File: src/rtl/sdram_cmd_ctrl.sv
module sdram_cmd_ctrl #(
  parameter int ROW_W        = 11,
  parameter int COL_W        = 9,
  parameter int DATA_W       = 8,
  parameter int TRCD         = 2,
  parameter int TRAS         = 5,
  parameter int TRC          = 7,
  parameter int TRP          = 2,
  parameter int TRRD         = 2,
  parameter int TMRD         = 2,
  parameter int TDPL         = 1,
  parameter int TRAS_LIMIT   = 10000,
  parameter int REF_INTERVAL = 1562,
  parameter int INIT_CYCLES  = 10000,
  parameter logic [ROW_W-1:0] MODE_WORD = 11'h020
) (
  input  logic                   clk,
  input  logic                   rst_n,
  input  logic                   req_valid,
  input  logic                   req_write,
  input  logic [ROW_W+COL_W:0]   req_addr,
  input  logic [DATA_W-1:0]      req_wdata,
  output logic                   req_ready,
  output logic                   sd_cke,
  output logic                   sd_cs_n,
  output logic                   sd_ras_n,
  output logic                   sd_cas_n,
  output logic                   sd_we_n,
  output logic                   sd_ba,
  output logic [ROW_W-1:0]       sd_a,
  output logic [DATA_W-1:0]      sd_dq,
  output logic                   sd_dq_oe
);
  localparam int TW = $clog2(TRC + TRAS + TRP + TMRD + TDPL + TRCD + TRRD + 2);
  localparam int AW = $clog2(TRAS_LIMIT + 1);
  localparam int RW = $clog2(REF_INTERVAL + 1);
  localparam int IW = $clog2(INIT_CYCLES + 1);
  localparam logic [2:0] C_MRS = 3'b000, C_ACT = 3'b011, C_RD  = 3'b101, C_WR = 3'b100,
                         C_PRE = 3'b010, C_REF = 3'b001, C_NOP = 3'b111;

  typedef enum logic [2:0] {PH_WAIT, PH_PALL, PH_REF, PH_MRS, PH_RUN} phase_t;

  phase_t            phase;
  logic [IW-1:0]     init_cnt;
  logic [RW-1:0]     ref_cnt;
  logic              ref_pend;
  logic [TW-1:0]     gap, rrd_wait;
  logic [1:0]        open_q;
  logic [ROW_W-1:0]  row_q    [2];
  logic [TW-1:0]     act_wait [2];
  logic [TW-1:0]     pre_wait [2];
  logic [TW-1:0]     col_wait [2];
  logic [AW-1:0]     age      [2];

  logic [2:0]        cmd;
  logic              cmd_ba, cmd_all;
  logic [ROW_W-1:0]  cmd_a;

  wire               rb      = req_addr[ROW_W+COL_W];
  wire [ROW_W-1:0]   rrow    = req_addr[ROW_W+COL_W-1:COL_W];
  wire [COL_W-1:0]   rcol    = req_addr[COL_W-1:0];
  wire [1:0]         sel_b   = cmd_ba ? 2'b10 : 2'b01;
  wire               idle_ok = (open_q == 2'b00) && (act_wait[0] == '0) &&
                               (act_wait[1] == '0) && (gap == '0);
  wire [1:0]         force_q = {open_q[1] && (age[1] >= AW'(TRAS_LIMIT - 2)),
                                open_q[0] && (age[0] >= AW'(TRAS_LIMIT - 2))};

  function automatic logic [TW-1:0] tick(input logic [TW-1:0] cur, input logic ld, input int val);
    logic [TW-1:0] n;
    n = (cur != '0) ? cur - 1'b1 : '0;
    if (ld && TW'(val) > n) n = TW'(val);
    return n;
  endfunction

  always_comb begin
    cmd = C_NOP; cmd_ba = 1'b0; cmd_all = 1'b0; cmd_a = '0; req_ready = 1'b0;
    case (phase)
      PH_PALL: begin cmd = C_PRE; cmd_all = 1'b1; end
      PH_REF:  if (idle_ok) cmd = C_REF;
      PH_MRS:  if (idle_ok) begin cmd = C_MRS; cmd_a = MODE_WORD; end
      PH_RUN:  if (gap == '0) begin
        if (force_q[0] && pre_wait[0] == '0) cmd = C_PRE;
        else if (force_q[1] && pre_wait[1] == '0) begin cmd = C_PRE; cmd_ba = 1'b1; end
        else if (ref_pend) begin
          if (open_q[0] && pre_wait[0] == '0) cmd = C_PRE;
          else if (open_q[1] && pre_wait[1] == '0) begin cmd = C_PRE; cmd_ba = 1'b1; end
          else if (idle_ok) cmd = C_REF;
        end else if (req_valid) begin
          cmd_ba = rb;
          if (open_q[rb]) begin
            if (row_q[rb] == rrow) begin
              if (col_wait[rb] == '0) begin
                cmd = req_write ? C_WR : C_RD; cmd_a = ROW_W'(rcol); req_ready = 1'b1;
              end
            end else if (pre_wait[rb] == '0) cmd = C_PRE;
          end else if (act_wait[rb] == '0 && rrd_wait == '0) begin
            cmd = C_ACT; cmd_a = rrow;
          end
        end
      end
      default: ;
    endcase
    if (cmd == C_PRE) cmd_a[ROW_W-1] = cmd_all;
  end

  always_ff @(posedge clk) begin
    if (!rst_n) begin
      phase <= PH_WAIT; init_cnt <= IW'(INIT_CYCLES); ref_cnt <= RW'(REF_INTERVAL - 1);
      ref_pend <= 1'b0; gap <= '0; rrd_wait <= '0; open_q <= 2'b00;
      for (int b = 0; b < 2; b++) begin
        row_q[b] <= '0; act_wait[b] <= '0; pre_wait[b] <= '0; col_wait[b] <= '0; age[b] <= '0;
      end
      sd_cke <= 1'b0; sd_cs_n <= 1'b1; {sd_ras_n, sd_cas_n, sd_we_n} <= C_NOP;
      sd_ba <= 1'b0; sd_a <= '0; sd_dq <= '0; sd_dq_oe <= 1'b0;
    end else begin
      sd_cke <= 1'b1; sd_cs_n <= 1'b0; {sd_ras_n, sd_cas_n, sd_we_n} <= cmd;
      sd_ba <= cmd_ba; sd_a <= cmd_a; sd_dq <= req_wdata; sd_dq_oe <= (cmd == C_WR);

      case (phase)
        PH_WAIT: if (init_cnt == '0) phase <= PH_PALL; else init_cnt <= init_cnt - 1'b1;
        PH_PALL: phase <= PH_REF;
        PH_REF:  if (cmd == C_REF) phase <= PH_MRS;
        PH_MRS:  if (cmd == C_MRS) phase <= PH_RUN;
        default: ;
      endcase

      if (cmd == C_REF) ref_pend <= 1'b0;
      if (phase == PH_RUN) begin
        if (ref_cnt == '0) begin ref_cnt <= RW'(REF_INTERVAL - 1); ref_pend <= 1'b1; end
        else ref_cnt <= ref_cnt - 1'b1;
      end

      gap      <= tick(gap, cmd == C_REF || cmd == C_MRS, (cmd == C_MRS) ? TMRD - 1 : TRC - 1);
      rrd_wait <= tick(rrd_wait, cmd == C_ACT, TRRD - 1);

      for (int b = 0; b < 2; b++) begin
        act_wait[b] <= tick(act_wait[b],
                            (cmd == C_ACT && sel_b[b]) || (cmd == C_PRE && (cmd_all || sel_b[b])) || cmd == C_REF,
                            (cmd == C_PRE) ? TRP - 1 : TRC - 1);
        pre_wait[b] <= tick(pre_wait[b], (cmd == C_ACT || cmd == C_WR) && sel_b[b],
                            (cmd == C_ACT) ? TRAS - 1 : TDPL);
        col_wait[b] <= tick(col_wait[b], cmd == C_ACT && sel_b[b], TRCD - 1);
        if (cmd == C_ACT && sel_b[b]) begin
          open_q[b] <= 1'b1; row_q[b] <= cmd_a; age[b] <= '0;
        end else begin
          if (cmd == C_PRE && (cmd_all || sel_b[b])) open_q[b] <= 1'b0;
          if (open_q[b] && age[b] != AW'(TRAS_LIMIT)) age[b] <= age[b] + 1'b1;
        end
      end
    end
  end
endmodule

File: config.mk
export PLATFORM = sky130hd
export DESIGN_NAME = sdram_cmd_ctrl
export DESIGN_NICKNAME = d
export VERILOG_FILES = /design/src/rtl/sdram_cmd_ctrl.sv
export SDC_FILE = /design/constraint.sdc
export NUM_CORES = 1
export LEC_CHECK = 0
export CORE_ASPECT_RATIO = 0.75
export CORE_MARGIN = 5
export CORE_UTILIZATION = 38
export CTS_CLUSTER_SIZE = 30
export DETAILED_ROUTE_END_ITERATION = 8
export DONT_BUFFER_PORTS = 1
export GPL_TIMING_DRIVEN = 0
export SYNTH_ARGS = -nofsm -noshare
export SYNTH_HDL_FRONTEND = slang
export SYNTH_SLANG_ARGS = --single-unit
File: constraint.sdc
create_clock -name clk -period 4.2 [get_ports clk]
set_input_delay 1.05 -clock clk [delete_from_list [all_inputs] [get_ports clk]]
set_output_delay 1.05 -clock clk [all_outputs]
set_load 0.02 [all_outputs]
[Word-level counts from Yosys, hierarchy flattened]
Memories as Yosys holds them, arrays and structs flattened.
Index checks and enable logic that the tools add are counted.
Operators by class
  $lt $le $gt $ge: 11
  div/mod/pow operators: 0
  bitwise gates (word level): 14
  multiply operators: 0
  mux-type cells: 114
  shift operators: 0
  add/subtract/negate cells: 12
  reductions and logical operators: 62
  equal/unequal tests: 14
Operators by type and width (count)
  $mux 5: 27
  $mux 11: 10
  $mux 3: 19
  $mux 14: 4
  $mux 1: 46
  $logic_not 5->1: 9
  $reduce_bool 5->1: 8
  $sub 5x1->5 const B: 8
  $add 14x1->14 const B: 2
  $ge 14x14->1 const B: 2
  $ne 14x14->1 const B: 2
  $logic_and 1x1->1: 26
  $pmux 3 s4: 2
  $pmux 11 s2: 1
  $mux 9: 2
  $gt 1x5->1 const A: 3
  $gt 3x5->1: 3
  $logic_not 14->1: 1
  $sub 14x1->14 const B: 1
  $eq 3x2->1 const B: 4
  $or 1x1->1: 12
  $eq 11x11->1: 1
  $logic_not 11->1: 1
  $sub 11x1->11 const B: 1
  other kinds (16): 32
Storage, ports and cells
  bits of input ports: 33
  bits in writable memories: 80
  output and inout bits: 27
  logic and storage cells: 250
  bits in latches: 0
  register bits: 67
  memories kept: 5
  bits in read-only memories: 0
Memory list
  age: depth 2, width 14, rd ports 2, clocked after memory_dff 0, write ports 2, RTL line 53  | logic [AW-1:0] age [2];
  row_q: depth 2, width 11, rd ports 1, clocked after memory_dff 0, write ports 2, RTL line 49  | logic [ROW_W-1:0] row_q [2];
  act_wait: depth 2, width 5, rd ports 3, clocked after memory_dff 0, write ports 2, RTL line 50  | logic [TW-1:0] act_wait [2];
  col_wait: depth 2, width 5, rd ports 3, clocked after memory_dff 0, write ports 2, RTL line 52  | logic [TW-1:0] col_wait [2];
  pre_wait: depth 2, width 5, rd ports 3, clocked after memory_dff 0, write ports 2, RTL line 51  | logic [TW-1:0] pre_wait [2];

[Longest topological paths before layout]
An unclocked memory read counts as a cell.
  depth after elaboration: 21
  depth in mapped cells: 18
  depth with buffers taken out: 17

[Least setup slack after synthesis]
Ideal clock, no wire load.
  path type: input-to-reg
  start point: input port req_addr[20]
  end point: memory act_wait[0][1] in the netlist's numbering
  cell stages on the path: 17
  required time: 4113 ps
  setup slack: -256 ps
  data arrival time: 4369 ps
  setup time: 87 ps
  cell sequence: buf_6 > buf_6 > mux2i_1 > xor2_1 > nand3_1 > or4_1 > a31o_2 > buf_6 > nand2b_4 > ha_1 > nor2b_1 > o21a_1 > o21ai_0 > a311o_1 > a211o_1 > or3_1 > o31ai_1
RTL lines
  start: declaration: RTL line 21  | input logic [ROW_W+COL_W:0] req_addr,
  end: declaration: RTL line 50

==> run metrics <==
Post-Synthesis Cell Area=7540 µm²; commonest non-fill, non-tap cells in the layout=nor2_1 (113), dfxtp_1 (97), nand2_1 (60); number of cells on the worst reg-to-reg path=15; final worst setup slack=-26.0 ps; worst skew pair latency=430 ps; Crit path depth=16; pre-CTS setup slack=-559 ps; fin crit share=101%; Worst-path clk slew=around 60 ps; wire per inst=about 16 µm; Crit Path Class=input pin to flop; clock root cell=clkbuf_16; RR Startpoint=age[0][6]; antenna violations before repair=1; Iteration-0 DRC Markers=444; Worst Setup SP=req_addr[20]; slowest stage delay, CP=530 ps; H-tree Lvls=4; violated checks=negative setup slack; hold_sp=rrd_wait[4]; area grow syn2layout=16.0%; Post-CTS Hold Buffers=0; final setup fails=2; Layout Cells excl Fill=1094; global route total overflow=0; # DRC=0; die height=approximately 130 µm; final WL=17900 µm; sequential fraction of the synthesis area=45.7%; Initial Utilization=38.8%; nets=897; post-layout util=45.0%; Worst setup EP type=flop; placed cell count=1052; asr flop ratio synth=0%; Num CTS Buffers=17; Worst path slowest cell=or4_1; PnR Total Power=0.00546 W; layout cells sized above 1=10.2%; Post-Syn Instances=799; Slew Viols, Final=0; cell area power density=625 nW/µm²; fin area=8740 µm²; startpoint types=input pin; row cnt=44; antenna-violating nets left=0; largest net degree at the start of global routing=17; reg2reg end=pre_wait[0][2]; Core Box Area=roughly 20000 µm²; register-to-register setup slack=120 ps; Pleak=about 3.2 nW; HPWL Detailed=12700 µm; critical path, cell by cell=clkbuf_16 > or3_4 > o2bb2ai_4 > nand4_1 > or4_1 > a31o_2 > buf_6 > nand2b_4 > ha_4 > nor2b_1 > o21a_1 > o21ai_1 > a311o_1 > a211o_1 > or3_4 > o31ai_2; I/O pins=60; clk sink count=147; status=complete, but fails checks; number of max-cap violations=0; Worst-Margin Slew=just over 800 ps; Global Route Usage Sum=15.4%; RSZ-0062 raised after global routing=yes; Max VDD drop=0.322 mV; Max Fclk=237 MHz; first-pass GRT wire length=28800 µm; Post-synth EDFFs=50; Main synth FF type=dfxtp_1; Yosys reg bits=147; Worst Path Buf+Inv=2; CTS Buffer Depth=2; minimum clock period=4230 ps; Vias=5836; Antenna Cells=0; Hold Crit Class=flop to flop; clk_skew=roughly 11 ps; vias in the first global route=5443; post-synthesis area per instance=~9.4 µm²; CTS tree=built; GP Congestion=0.875; Yosys cell types=75; area of placed instances=about 8000 µm²; CP delay by family, top=simple AND/OR/NAND/NOR gates; CP arrival=4570 ps; WP data required=4540 ps; drt first pass iters=6; commonest non-fill, non-tap cell in the layout=nor2_1; yosys warns=0; vias per cell=5.33; Mapped Nets=867; Die Footprint=22800 µm²; final hold vios=0; CP dominant cell by count=or3_4; IO Port Bufs=0; worst relative slew slack=44.9%; end of the critical path=act_wait[0][2]; Critical Path Fanout Max=7; Die X=173 µm; Min-Delay Path Depth=2
-- worst min path at each step --
stage                        to  slack (ps)
global placement    rrd_wait[4]         450
finish              rrd_wait[4]         470
detailed placement  rrd_wait[4]         460
global route        rrd_wait[4]         510
floorplan           rrd_wait[4]         440
CTS                 rrd_wait[4]         470
-- metal layers --
layer	vias to the layer above	GRT usage [%]	wire, µm
met5	-	0	20
met4	2	4.44	246
met3	25	3.96	1150
met2	157	22.4	7780
met1	2744	22.6	8700
li1	2908	-	-
-- state kept, by name (all words and copies together), names as in the netlist, 2 cells and up --
| signal | count |
|---|---|
| init_cnt | 14 |
| ref_cnt | 11 |
| phase | 3 |
| row_q | 22 |
| pre_wait | 10 |
| gap | 5 |
| rrd_wait | 5 |
| open_q | 2 |
| act_wait | 10 |
| sd_a | 11 |
| age | 28 |
| col_wait | 10 |
| sd_dq | 8 |
-- repair_timing --
item / CTS / global route
endpoints found under the setup margin: 20 / 24
pin swaps: 2 / 10
setup buffers: 4 / 6
gates resized for setup: 8 / 17
cloned: 0 / 1
-- through the flow --
step / hold WS (ps) / TNS (ps)
6_report: 469 / -48.3
5_1_grt: 509 / -656
4_1_cts: 470 / 0
3_5_place_dp: 460 / -7560
3_3_place_gp: 453 / -6120
2_1_floorplan: 440 / -415
-- Yosys cell counts, types with 3 or more instances --
cell,number,area [µm²]
inv_2,4,15.0
nor3_1,41,205
xor2_1,40,350
nand3_1,32,160
a21o_1,5,37.5
mux2i_1,12,120
nor4b_2,5,75.1
clkbuf_1,18,67.6
and2_1,11,68.8
buf_6,3,33.8
and3_1,11,68.8
nand2_1,60,225
o31a_1,4,35.0
o211a_1,3,30.0
o21ai_0,13,65.1
a21oi_1,32,160
o21a_1,5,37.5
a211oi_1,3,22.5
o21ai_1,4,20.0
nor2_1,114,428
or3_1,13,81.3
xnor2_1,25,219
nor2b_1,6,37.5
nand2b_1,13,81.3
o31ai_1,8,60.1
a22oi_1,10,75.1
inv_1,36,135
nand3b_1,6,45.0
or4_1,4,30.0
o32ai_1,3,26.3
nor4_1,8,50.1
edfxtp_1,50,1500
or2_2,3,18.8
ha_1,35,438
nand4_1,11,68.8
dfxtp_1,97,1940
-- tightest hold or removal path: cells and delay by family, from the launching register on --
family	cells	cell delay (ps)
DFF	1	320
and+or+nand+nor	1	50
AOI/OAI and AO/OA	1	50
-- report_power, final --
group | total (W) | leakage (nW) | internal (W) | switching [W]
registers | 0.00196 | 1.31 | 0.00170 | 0.000261
logic | 0.00198 | 1.65 | 0.000881 | 0.00110
clock network | 0.00152 | 0.287 | 0.000901 | 0.000619
-- final cells by class --
class | instances | area [µm²]
Sequential cell | 147 | 3440
Clock buffer | 21 | 493
Tap cell | 253 | 317
Buffer | 24 | 133
Inverter | 40 | 150
Multi-Input combinational cell | 588 | 4010
Clock inverter | 10 | 93.8
Fill cell | 1836 | 10700
Timing Repair Buffer | 11 | 100
-- kinds of logic (layout without fill, tap and decap cells) --
logic type / after synthesis / count (layout) / synth area share, %
AOI/OAI and AO/OA: 117 / 117 / 11.1
xor gates and xnor gates: 65 / 65 / 7.55
adders and majority gates: 35 / 35 / 5.81
buffers and inverters: 64 / 106 / 3.52
DFF: 147 / 147 / 45.7
muxes: 14 / 14 / 1.89
and+or+nand+nor: 357 / 357 / 24.5
(Power assumes the default switching activity.)
